<file path="config.mk">
export PLATFORM = sky130hd
export DESIGN_NAME = soft_mute_ramp
export DESIGN_NICKNAME = d
export VERILOG_FILES = /design/src/rtl/smr_pkg.sv /design/src/rtl/smr_frame_timer.sv /design/src/rtl/smr_chan_ramp.sv /design/src/rtl/soft_mute_ramp.sv
export SDC_FILE = /design/constraint.sdc
export NUM_CORES = 1
export LEC_CHECK = 0
export CAP_MARGIN = 10
export CORE_MARGIN = 2
export CORE_UTILIZATION = 55
export DETAILED_ROUTE_END_ITERATION = 6
export PLACE_DENSITY = 0.95
export SLEW_MARGIN = 20
export SYNTH_ARGS = -nofsm -noshare
export SYNTH_HDL_FRONTEND = slang
export SYNTH_SLANG_ARGS = --single-unit
</file>
<file path="constraint.sdc">
create_clock -name clk -period 8.79 [get_ports clk]
set_input_delay 1.758 -clock clk [delete_from_list [all_inputs] [get_ports clk]]
set_output_delay 1.758 -clock clk [all_outputs]
set_load 0.01 [all_outputs]
</file>
<file path="src/rtl/smr_pkg.sv">
package smr_pkg;

    localparam int NUM_CH   = 6;
    localparam int ATT_W    = 8;
    localparam int RATE_W   = 2;
    localparam int CNT_W    = 6;

    typedef logic [ATT_W-1:0] att_t;
    typedef logic [CNT_W-1:0] cnt_t;

    localparam att_t ATT_CEIL = att_t'(181);

    typedef enum logic [RATE_W-1:0] {
        RATE_4  = 2'd0,
        RATE_8  = 2'd1,
        RATE_16 = 2'd2,
        RATE_32 = 2'd3
    } rate_e;

    typedef struct packed {
        logic [NUM_CH-1:0] mute;
        rate_e             rate;
    } ctrl_t;

    function automatic att_t clamp_att(att_t v);
        return (v > ATT_CEIL) ? ATT_CEIL : v;
    endfunction

    function automatic att_t step_toward(att_t cur, att_t tgt);
        if (cur < tgt)      return cur + att_t'(1);
        else if (cur > tgt) return cur - att_t'(1);
        else                return cur;
    endfunction

    function automatic cnt_t rate_interval(rate_e r);
        case (r)
            RATE_4:  return cnt_t'(4);
            RATE_8:  return cnt_t'(8);
            RATE_16: return cnt_t'(16);
            default: return cnt_t'(32);
        endcase
    endfunction

endpackage

</file>
<file path="src/rtl/smr_frame_timer.sv">
module smr_frame_timer
    import smr_pkg::*;
(
    input  logic  clk,
    input  logic  rst,
    input  logic  frame_i,
    input  rate_e rate_i,
    output logic  step_o
);

    cnt_t frame_cnt;
    cnt_t interval_q;
    logic restart;
    logic past_ok;

    assign restart = frame_i && (frame_cnt == interval_q - cnt_t'(1));
    assign step_o  = restart;

    always_ff @(posedge clk) begin
        if (rst) begin
            frame_cnt  <= '0;
            interval_q <= rate_interval(RATE_4);
            past_ok    <= 1'b0;
        end else begin
            past_ok <= 1'b1;
            if (restart) begin
                frame_cnt  <= '0;
                interval_q <= rate_interval(rate_i);
            end else if (frame_i) begin
                frame_cnt <= frame_cnt + cnt_t'(1);
            end
        end
    end

    AST_CNT_IN_RANGE: assert property (@(posedge clk) disable iff (rst)
        frame_cnt < interval_q);

    AST_STEP_NEEDS_FRAME: assert property (@(posedge clk) disable iff (rst)
        step_o |-> frame_i);

    AST_INTERVAL_HELD: assert property (@(posedge clk) disable iff (rst)
        (past_ok && !restart) |=> $stable(interval_q));

    AST_NO_FRAME_NO_COUNT: assert property (@(posedge clk) disable iff (rst)
        (past_ok && !frame_i) |=> $stable(frame_cnt));

endmodule

</file>
<file path="src/rtl/smr_chan_ramp.sv">
module smr_chan_ramp
    import smr_pkg::*;
(
    input  logic clk,
    input  logic rst,
    input  logic step_i,
    input  logic mute_i,
    input  att_t vol_i,
    output att_t att_o
);

    att_t target;
    att_t cur_q;
    logic past_ok;

    assign target = mute_i ? ATT_CEIL : clamp_att(vol_i);
    assign att_o  = cur_q;

    always_ff @(posedge clk) begin
        if (rst) begin
            cur_q   <= ATT_CEIL;
            past_ok <= 1'b0;
        end else begin
            past_ok <= 1'b1;
            if (step_i) begin
                cur_q <= step_toward(cur_q, target);
            end
        end
    end

    AST_NEVER_ABOVE_CEIL: assert property (@(posedge clk) disable iff (rst)
        past_ok |-> (cur_q <= ATT_CEIL));

    AST_HOLD_WITHOUT_STEP: assert property (@(posedge clk) disable iff (rst)
        (past_ok && !step_i) |=> $stable(cur_q));

    AST_NO_OVERSHOOT: assert property (@(posedge clk) disable iff (rst)
        (past_ok && step_i && cur_q == target) |=> $stable(cur_q));

    AST_UP_BY_ONE: assert property (@(posedge clk) disable iff (rst)
        (past_ok && step_i && cur_q < target) |=> (cur_q == $past(cur_q) + att_t'(1)));

    AST_DOWN_BY_ONE: assert property (@(posedge clk) disable iff (rst)
        (past_ok && step_i && cur_q > target) |=> (cur_q == $past(cur_q) - att_t'(1)));

endmodule

</file>
<file path="src/rtl/soft_mute_ramp.sv">
module soft_mute_ramp
    import smr_pkg::*;
#(
    parameter int CH  = NUM_CH,
    parameter int AW  = ATT_W
) (
    input  logic               clk,
    input  logic               rst,
    input  logic               frame_i,
    input  logic [CH*AW-1:0]   vol_i,
    input  logic [CH+RATE_W-1:0] ctrl_i,
    output logic [CH*AW-1:0]   att_o
);

    localparam int CTRL_W = CH + RATE_W;

    logic              step;
    logic [CH-1:0]     mute_bits;
    rate_e             rate;

    assign mute_bits = ctrl_i[CTRL_W-1:RATE_W];
    assign rate      = rate_e'(ctrl_i[RATE_W-1:0]);

    smr_frame_timer u_timer (
        .clk     (clk),
        .rst     (rst),
        .frame_i (frame_i),
        .rate_i  (rate),
        .step_o  (step)
    );

    for (genvar k = 0; k < CH; k++) begin : g_chan
        att_t ch_att;

        smr_chan_ramp u_ramp (
            .clk    (clk),
            .rst    (rst),
            .step_i (step),
            .mute_i (mute_bits[k]),
            .vol_i  (att_t'(vol_i[k*AW +: AW])),
            .att_o  (ch_att)
        );

        assign att_o[k*AW +: AW] = ch_att;

        AST_MUTED_MOVES_UP: assert property (@(posedge clk) disable iff (rst)
            (step && mute_bits[k] && ch_att < ATT_CEIL) |=> (att_o[k*AW +: AW] > $past(ch_att)));
    end

endmodule

</file>
Word-level counts from Yosys, hierarchy flattened

Index checks and enable logic that the tools add are counted.

Output and inout bits: 48
Input bits: 59
Flip-flop bits (word level): 60

Add/sub/neg operators: 14
Order comparisons: 18
Mux-type cells: 25
Reductions and logical operators: 15
Equal/unequal tests: 3

Operators with widths:

| cell                                                               | count |
|---|---|
| 8-bit 2-to-1 mux                                                   | 24 |
| 8-bit by 1-bit adder with 8-bit output, second input constant      | 6 |
| 8-bit > comparator                                                 | 6 |
| 8-bit > comparator, second input constant                          | 6 |
| 8-bit less-than comparator                                         | 6 |
| 8-bit by 1-bit subtractor with 8-bit output, second input constant | 6 |
| 6-bit one-hot mux with 3 select lines                              | 1 |
| 2-bit AND reduction                                                | 6 |
| 2-bit nonzero test                                                 | 6 |
| 6-bit by 1-bit adder with 6-bit output, second input constant      | 1 |
| 6-bit == test                                                      | 1 |
| 6-bit by 1-bit subtractor with 6-bit output, second input constant | 1 |
| 2-bit by 1-bit == test with 1-bit output, second input constant    | 1 |
| 2-bit == test, second input constant                               | 1 |
| 2-bit logical NOT                                                  | 1 |
| 2-bit OR reduction                                                 | 1 |
| 1-bit logical AND                                                  | 1 |

Logic depth before layout (Yosys ltp)

Gate-level depths: netlist (run 1).

Depth in word-level cells: 6
Depth in mapped cells: 17
Depth with buffers taken out: 17

Modules after synthesis

From an unflattened synthesis (run 1), not the netlist that was laid out.

Cells, all modules: 624
Area, all modules: 5,531.6 µm²

By module, submodules not included:

| module          | cells each | times used | area an instance (µm²) |
|---|---|---|---|
| smr_chan_ramp   | 95         | 6          | 834.6 |
| smr_frame_timer | 54         | 1          | 524.3 |

Least setup slack after synthesis (run 1)

No wires, ideal clock.

Kind: in2reg
Start: input vol_i[1]
End: register g_chan[0].u_ramp.cur_q[7]
Buffers on the path: 0
Stages on the path: 16
Arrival time: 4.510 ns
Slack: 4.153 ns
Cell sequence: a21oi_1 -> o21bai_1 -> a21oi_1 -> nand2_1 -> ha_1 -> a21oi_1 -> o21ai_0 -> a21o_1 -> ha_1 -> a21o_1 -> a41oi_1 -> o21ai_0 -> o31ai_1 -> xnor2_1 -> and3_1 -> o21ai_0

Word-level cells in the longest chain between the ends: 6

Ends and longest elaborated chain:

| element                                                                 | RTL line                     | source |
|---|---|---|
| start, declared                                                         | soft_mute_ramp.sv:10         | `input logic [CH*AW-1:0] vol_i,` |
| 8-bit > comparator                                                      | smr_pkg.sv:26                | `return (v > ATT_CEIL) ? ATT_CEIL : v;` |
| 8-bit 2-to-1 mux *                                                      | smr_pkg.sv:26                |  |
| 8-bit 2-to-1 mux *                                                      | smr_chan_ramp.sv:16          | `assign target = mute_i ? ATT_CEIL : clamp_att(vol_i);` |
| 8-bit > comparator / 8-bit less-than comparator (equally long branches) | smr_pkg.sv:31, smr_pkg.sv:30 |  |
| 2-bit nonzero test (no line)                                            | --                           |  |
| 2-bit AND reduction (no line)                                           | --                           |  |
| end signal, assigned                                                    | smr_chan_ramp.sv:26          | `cur_q <= step_toward(cur_q, target);` |
| end, declared                                                           | smr_chan_ramp.sv:13          | `att_t cur_q;` |

Every way passes the cells marked *; elsewhere a longest branch is shown, timed or not.
A chain may end at the register's enable or synchronous reset.

Worst setup path in the final report (run 1)

Ends and elaborated chain as after synthesis.

==> results of run 1 <==
[worst max-delay path, delay by kind of cell]
family          cells  cell delay, ns
xor+xnor            1            0.17
simple gates        2            0.28
buf+inv             1            0.42
compound gates     11            2.19
fa+ha+maj           2            0.63
[synthesized netlist by cell type]
| cell type | number | area share [%] |
|---|---|---|
| o211ai_1 | 6 | 0.88 |
| o31ai_1 | 1 | 0.15 |
| clkbuf_1 | 7 | 0.51 |
| nand2_1 | 78 | 5.7 |
| nand4_1 | 3 | 0.37 |
| nand3b_1 | 6 | 0.88 |
| o21a_1 | 5 | 0.73 |
| and2_1 | 4 | 0.49 |
| buf_4 | 5 | 0.73 |
| and2_4 | 1 | 0.17 |
| o21ai_0 | 15 | 1.5 |
| fa_1 | 6 | 2.3 |
| a21oi_1 | 69 | 6.7 |
| or2_2 | 1 | 0.12 |
| ha_1 | 86 | 21 |
| nor2b_1 | 26 | 3.2 |
| a21o_1 | 14 | 2.1 |
| dfxtp_1 | 58 | 23 |
| mux2i_1 | 42 | 8.2 |
| o2111ai_1 | 1 | 0.17 |
| nor2_1 | 76 | 5.6 |
| inv_1 | 21 | 1.5 |
| a41oi_1 | 1 | 0.17 |
| buf_6 | 1 | 0.22 |
| nand3_1 | 1 | 0.098 |
| xnor2_1 | 36 | 6.2 |
| o41a_1 | 1 | 0.22 |
| nand3b_4 | 1 | 0.39 |
| buf_12 | 1 | 0.39 |
| a2111oi_4 | 1 | 0.54 |
| nor3_2 | 1 | 0.20 |
| xor2_1 | 11 | 1.9 |
| and3_1 | 1 | 0.12 |
| a311oi_1 | 5 | 0.85 |
| o21bai_1 | 12 | 1.8 |
| nand2b_1 | 11 | 1.3 |
[final timing paths]
check	endpoint	slack, ns	cells past startpoint
setup reg to reg	g_chan[0].u_ramp.att_o[7]	5.63	14
hold / removal	u_timer.interval_q[5]	0.49	2
hold reg to reg	u_timer.interval_q[5]	0.49	2
setup / recovery	g_chan[0].u_ramp.att_o[7]	3.54	17
[stage by stage]
step / util [%] / worst slack (ns) / power (W) / cells
global route: 69.9 / 3.14 / 0.000874 / 835
global placement: 68.1 / 3.41 / 0.000584 / 819
finish: 69.9 / 3.54 / 0.000823 / 835
detailed placement: 68.1 / 3.22 / 0.000607 / 819
CTS: 69.9 / 3.55 / 0.000825 / 835
floorplan: - / 4.15 / 0.000523 / 615
[cells by family after synthesis]
| kind of cell | after synthesis |
|---|---|
| AO/OA/AOI/OAI | 131 |
| XOR/XNOR | 47 |
| adder cells (fa/ha/maj) | 92 |
| buffers and inverters | 35 |
| flip-flops | 58 |
| multiplexers | 42 |
| AND/OR/NAND/NOR | 210 |
[per-layer routing]
layer | vias to the layer above | share of wire (%)
li1 | 2340 | -
met1 | 2216 | 42
met2 | 122 | 52
met3 | 26 | 4.4
met4 | 0 | 2.0
met5 | - | 0
[sequential cells by signal (all words and copies together), names as in the netlist]
name / cells
u_timer.interval_q: 4
u_timer.frame_cnt: 6
g_chan.u_ramp.att_o: 48
[final cells by class]
class                      instances  share of cell area [%]
multi-input combinational        522                    59.2
sequential                        58                    18.1
timing repair buffer             107                    16.7
clock buffer                      13                    2.33
tap                              111                    2.17
inverter                          21                    1.23
clock inverter                     3                   0.235
[power breakdown]
group	internal [W]	switching, W	leakage, nW	total (W)
logic	0.000163	0.000171	2.15	0.000334
registers	0.000267	0.00000571	0.469	0.000273
clock network	0.000109	0.000108	0.0872	0.000216
total	0.000539	0.000284	2.71	0.000823
==> metrics.log, run 1 <==
INFO  metric run_status = finished, final reports clean
INFO  metric multi_input_comb_area = between 0.003 and 0.004 mm²
INFO  metric power.ir.vdd_worst = 0.0000709 V
INFO  metric cts_root_buf = clkbuf_8
INFO  metric die_x = 101 µm
INFO  metric synthSimpleGateAreaFrac = 18.6%
INFO  metric p_leak = 2.71 nW
INFO  metric setup.worst_path.class = in2reg
INFO  metric gr-total-overflow = 0
INFO  metric final_count_of_negative_setup_slack_endpoints = 0
INFO  metric drcViolationCount = 0
INFO  metric setup.worst_path.start_class = primary input
INFO  metric synth_top_family_by_area = adder cells
INFO  metric areaGrowthSynthToFinish = 24.9%
INFO  metric skew = slightly below 0.01 ns
INFO  metric path_cells = clkdlybuf4s50_1 > a21oi_1 > o21bai_1 > a21oi_1 > nand2_1 > ha_1 > a21oi_1 > o21ai_0 > a21o_1 > ha_1 > a21o_1 > a41oi_1 > o21ai_0 > o31ai_1 > xnor2_1 > and3_1 > o21ai_0
INFO  metric synthesis.nets = approximately 770
INFO  metric antenna-diode-count = 0
INFO  metric synth-adder-area-share = a little under a quarter
INFO  metric routed_wl = ~12 mm
INFO  metric fillerInstances = 732
INFO  metric syn_avg_cell_area = approximately 8.3 µm²
INFO  metric place.port_buffers = between 100 and 150
INFO  metric fin_tns_setup = 0 ns
INFO  metric wire_length_per_cell = 14.7 µm
INFO  metric worst_hold_margin = around 0.5 ns
INFO  metric global_route.usage.met1 = 27.2%
INFO  metric top_usage_layer = met2
INFO  metric detailedRoute.firstIterationViolations = 172
INFO  metric synth_compound_gate_area_share = approximately 16%
INFO  metric post_dp_cell_area = roughly 0.0062 mm²
INFO  metric r2r_start = g_chan[0].u_ramp.att_o[0]
INFO  metric cts_buffer_depth = 2
INFO  metric synth_sequential_area_ratio = roughly 23%
INFO  metric final_instance_area = ~0.0064 mm²
INFO  metric detail-route-antenna-nets = 0
INFO  metric cts.htree.levels = 3
INFO  metric cts.hold.buffers_added = 0
INFO  metric crit_path_max_fanout = 8
INFO  metric timing_worst_slew_pin_value = 0.991 ns
INFO  metric most-common-layout-cells = clkdlybuf4s50_1 (106), ha_1 (86), nand2_1 (78)
INFO  metric final_common_cell = clkdlybuf4s50_1
INFO  metric rsz0062_at_grt = no
INFO  metric hold_viol_final = 0
INFO  metric synthXorXnorAreaFrac = around 8.0%
INFO  metric gr-usage-met2 = a little under half
INFO  metric signal_arrival_time_at_the_worst_endpoint = between 5 and 6 ns
INFO  metric dpl.hpwl = about 9.5 mm
INFO  metric boundaryPins = about 110
INFO  metric track_usage = about a quarter
INFO  metric slew_headroom = 33.9%
INFO  metric clock_tree_from_tritoncts = yes
INFO  metric slowest_delay = about 0.42 ns
INFO  metric worst_setup_sp = vol_i[1]
INFO  metric syn-cell-area = between 0.005 and 0.006 mm²
INFO  metric cts.clk_slew.worst_paths = 0.06 ns
INFO  metric power_density = between 100 and 150 mW/mm²
INFO  metric place_congestion = a little under 0.9
INFO  metric achievable-frequency = 190 MHz
INFO  metric synthesis.yosys.warnings = 0
INFO  metric first_global_vias = 4829
INFO  metric post_synth_mux_area_share = 8.21%
INFO  metric post_cts_buffers = 0
INFO  metric post_cts_resize_count = 0
INFO  metric cap_violations = 0
INFO  metric antenna_violations_before_repair = 0
INFO  metric via_count = 4704
INFO  metric synth_cell_types = 36
INFO  metric area_enclosed_by_the_die_boundary = 0.0101 mm²
INFO  metric grt_max_degree = 35
INFO  metric core.rowCount = 35
INFO  metric global_route_wire_length_before_repair = around 21 mm
INFO  metric final_layout_size_suffix_gt1_share = about 2.6%
INFO  metric avgViaCountPerCell = approximately 5.6
INFO  metric worstPathRequired = approximately 9 ns
INFO  metric dr.pass1.iters = 5
INFO  metric gr-usage-met3 = between 4 and 5%
INFO  metric worstHoldStart = u_timer.interval_q[5]
INFO  metric post-route-min-period = 5.25 ns
INFO  metric initial_utilization = around 56%
INFO  metric final_max_slew_viol_count = 0
INFO  metric tritoncts.num_buffers = 9
INFO  metric layout_worst_path_cycle_share = between 50% and 60%
INFO  metric design.final.nets = 870
INFO  metric fp.coreArea = around 0.0092 mm²
INFO  metric chipHeight = roughly 100 µm
INFO  metric crit_path_top_delay_cell = clkdlybuf4s50_1
INFO  metric worstSkewPairLatency = roughly 0.34 ns
INFO  metric endpoint_kind = flip-flop
INFO  metric number_of_standard_cells_after_synthesis = 615
INFO  metric clock-sinks = a little under 60
INFO  metric yosys_register_bits = 58
INFO  metric timing.hold.worst.class = reg2reg
INFO  metric final-seq-area = approximately 0.0012 mm²
No activity file was read; power rests on OpenSTA's default activity.
==> run 2: changes to the inputs <==
- CORE_UTILIZATION: 55 -> 48
- PLACE_DENSITY: 0.95 -> 0.9
- clock period: 8.79 -> 4.8 ns (I/O delays scaled with it)
==> metrics.log, run 2 (synthesis gave the netlist of run 1 again) <==
INFO  metric place_congestion = 0.844 (-2.9%)
INFO  metric layout_worst_path_cycle_share = 92.8%
INFO  metric drcViolationCount = 0 (unchanged)
INFO  metric power.ir.vdd_worst = 0.000136 V (+92%)
INFO  metric endpoint_kind = flip-flop
INFO  metric fillerInstances = 874 (+19%)
INFO  metric cell_depth_of_the_worst_hold_path = 2 (unchanged)
INFO  metric tritoncts.num_buffers = 9 (unchanged)
INFO  metric most-common-layout-cells = clkdlybuf4s50_1 (106), ha_1 (86), nand2_1 (78)
INFO  metric areaGrowthSynthToFinish = 26.3%
INFO  metric core.rowCount = 37 (+5.7%)
INFO  metric timing.hold.worst.class = reg2reg
INFO  metric clock_tree_from_tritoncts = yes
INFO  metric antenna_violations_before_repair = 0 (unchanged)
INFO  metric final-seq-area = 0.00116 mm² (unchanged)
INFO  metric grt_max_degree = 35 (unchanged)
INFO  metric wire_length_per_cell = 13.8 µm (-6.4%)
INFO  metric dp.cells = 845 (+3.2%)
INFO  metric ff2ff_path_depth = 14 (unchanged)
INFO  metric routed_wl = 11.9 mm (-3.5%)
INFO  metric antenna-diode-count = 0 (unchanged)
INFO  metric max_ffs_per_register = 48 (unchanged)
INFO  metric clock-sinks = 58 (unchanged)
INFO  metric gr-total-overflow = 0 (unchanged)
INFO  metric final_layout_size_suffix_gt1_share = 3.31% (+0.69 points)
INFO  metric initial_utilization = 49.6% (-6.4 points)
INFO  metric final_max_slew_viol_count = 0 (unchanged)
INFO  metric cts_root_buf = clkbuf_8
INFO  metric track_usage = 21.3% (-3.4 points)
INFO  metric setup.worst_path.class = in2reg
INFO  metric pwr-share-seq = 32.1% (-1.0 points)
INFO  metric global_route_wire_length_before_repair = 20.3 mm (-1.2%)
INFO  metric chipHeight = 107 µm (+6.8%)
INFO  metric cts.clk_slew.worst_paths = 0.07 ns (about the same)
INFO  metric rsz0062_at_grt = no
INFO  metric cts.htree.levels = 3 (unchanged)
INFO  metric first_global_vias = 4741 (-1.8%)
INFO  metric boundaryPins = 107 (unchanged)
INFO  metric timing_worst_slew_pin_value = 0.949 ns (-0.0422 ns)
INFO  metric slew_headroom = 36.7% (+2.7 points)
INFO  metric power_density = 240 mW/mm² (+87%)
INFO  metric cts_buffer_depth = 2 (unchanged)
INFO  metric detailedRoute.firstIterationViolations = 158 (-8.1%)
INFO  metric multi_input_comb_area = 0.00379 mm² (about the same)
INFO  metric clock_power_share = 28.7% (+2.4 points)
INFO  metric dr.pass1.iters = 4 (-1)
INFO  metric p_leak = 2.73 nW (+0.64%)
INFO  metric worstPathRequired = 4.97 ns (-3.99 ns)
INFO  metric setup.worst_path.start_class = primary input
INFO  metric design.final.nets = 871 (+0.11%)
INFO  metric fin_cells = 861 (+3.1%)
INFO  metric worstSkewPairLatency = 0.34 ns (about the same)
INFO  metric switch_pwr = 0.000529 W (+86%)
INFO  metric final_common_cell = clkdlybuf4s50_1
INFO  metric area_enclosed_by_the_die_boundary = 0.0115 mm² (+14%)
INFO  metric cap_violations = 0 (unchanged)
INFO  metric fin_tns_setup = 0 ns (unchanged)
INFO  metric signal_arrival_time_at_the_worst_endpoint = 4.63 ns (-0.79 ns)
INFO  metric run_status = finished, final reports clean
INFO  metric dpl.hpwl = 9.32 mm (-1.6%)
INFO  metric final_count_of_negative_setup_slack_endpoints = 0 (unchanged)
INFO  metric post-route-min-period = 4.45 ns
INFO  metric die_x = 107 µm (+6.8%)
INFO  metric hold_viol_final = 0 (unchanged)
INFO  metric achievable-frequency = about 220 MHz
INFO  metric via_count = 4646 (-1.2%)
INFO  metric place.port_buffers = 106 (unchanged)
INFO  metric internal_power = 0.00103 W (+90%)
INFO  metric power.share.combinational = 39.2% (-1.4 points)
INFO  metric skew = 0.0164 ns (+0.00667 ns)
INFO  metric fp.coreArea = 0.0103 mm² (+13%)
INFO  metric swShare = 34.0% (-0.49 points)
INFO  metric avgViaCountPerCell = 5.40 (-4.2%)
INFO  metric detail-route-antenna-nets = 0 (unchanged)
INFO  metric crit_path_max_fanout = 8 (unchanged)
run 2: cell types whose count changed in the layout (fill, tap and decap cells not counted):
cell	delta
clkbuf_1	-3
buf_4	+1
clkbuf_8	-1
bufinv_16	+1
clkinvlp_4	+1
a21oi_2	+1
a21oi_1	-1
clkinv_4	+2
run 2: layer usage:
| layer | GRT usage (%) | up-vias | share of wire, % |
|---|---|---|---|
| li1 | - | 2351 | - |
| met1 | 23.9 | 2156 | 42 |
| met2 | 39.5 | 117 | 51 |
| met3 | 4.90 | 22 | 4.4 |
| met4 | 7.05 | 0 | 1.7 |
| met5 | 0 | - | 0 |
run 2: critical path, cell delays in order:
cell and delay, ns:
clkdlybuf4s50_1 0.43, a21oi_1 0.15, o21bai_1 0.08, a21oi_1 0.35, nor2b_1 0.19, ha_1 0.26
a21oi_1 0.15, o21ai_0 0.18, a21o_1 0.31, ha_1 0.32, a21o_1 0.19, a41oi_1 0.19
o21ai_0 0.16, o31ai_1 0.30, xnor2_1 0.18, and3_1 0.17, o21ai_0 0.06
run 2: what timing repair did:
action,4_1_cts,5_1_grt
buffers inserted,0,0
setup endpoints to repair,0,1
resized for setup,0,1
hold buffers,0,0
run 2: cell type report:
type	instances	area share, %
Timing Repair Buffer	108	16.6
Inverter	21	1.22
Clock buffer	9	1.91
Clock inverter	7	1.08
Sequential cell	58	17.9
Tap cell	136	2.63
Multi-Input combinational cell	522	58.6
run 2: power by group through the flow:
stage	sequential (W)	clock, W	combinational, W
global placement	0.000510	0	0.000560
floorplan	0.000511	0	0.000447
CTS	0.000499	0.000456	0.000608
detailed placement	0.000510	0	0.000604
finish	0.000499	0.000446	0.000609
global route	0.000500	0.000480	0.000685
run 2: final timing paths:
| kind | start | endpoint | slack, ns |
|---|---|---|---|
| worst max-delay path | vol_i[1] | g_chan[0].u_ramp.att_o[7] | 0.35 |
| worst min-delay path | u_timer.interval_q[5] | u_timer.interval_q[5] | 0.50 |
| worst max register to register | g_chan[0].u_ramp.att_o[0] | g_chan[0].u_ramp.att_o[7] | 1.65 |
| worst min register to register | u_timer.interval_q[5] | u_timer.interval_q[5] | 0.50 |
run 2: stage by stage:
step | instance area [µm²] | hold slack (ns) | worst slack (ns) | util [%] | power [W]
finish | 6470 | 0.496 | 0.346 | 62.7 | 0.00155
global route | 6470 | 0.523 | 0.0458 | 62.7 | 0.00166
CTS | 6470 | 0.500 | 0.374 | 62.7 | 0.00156
detailed placement | 6270 | 0.484 | 0.0222 | 60.8 | 0.00111
global placement | 6270 | 0.473 | 0.299 | 60.8 | 0.00107
floorplan | 5120 | 0.458 | 0.961 | - | 0.000957
==> run 3: changes to the inputs <==
- ABC_CLOCK_PERIOD_IN_PS: not set -> 4800
==> results of run 3 <==
Same layout as run 2: the final DEF is identical, and so are final timing and power.
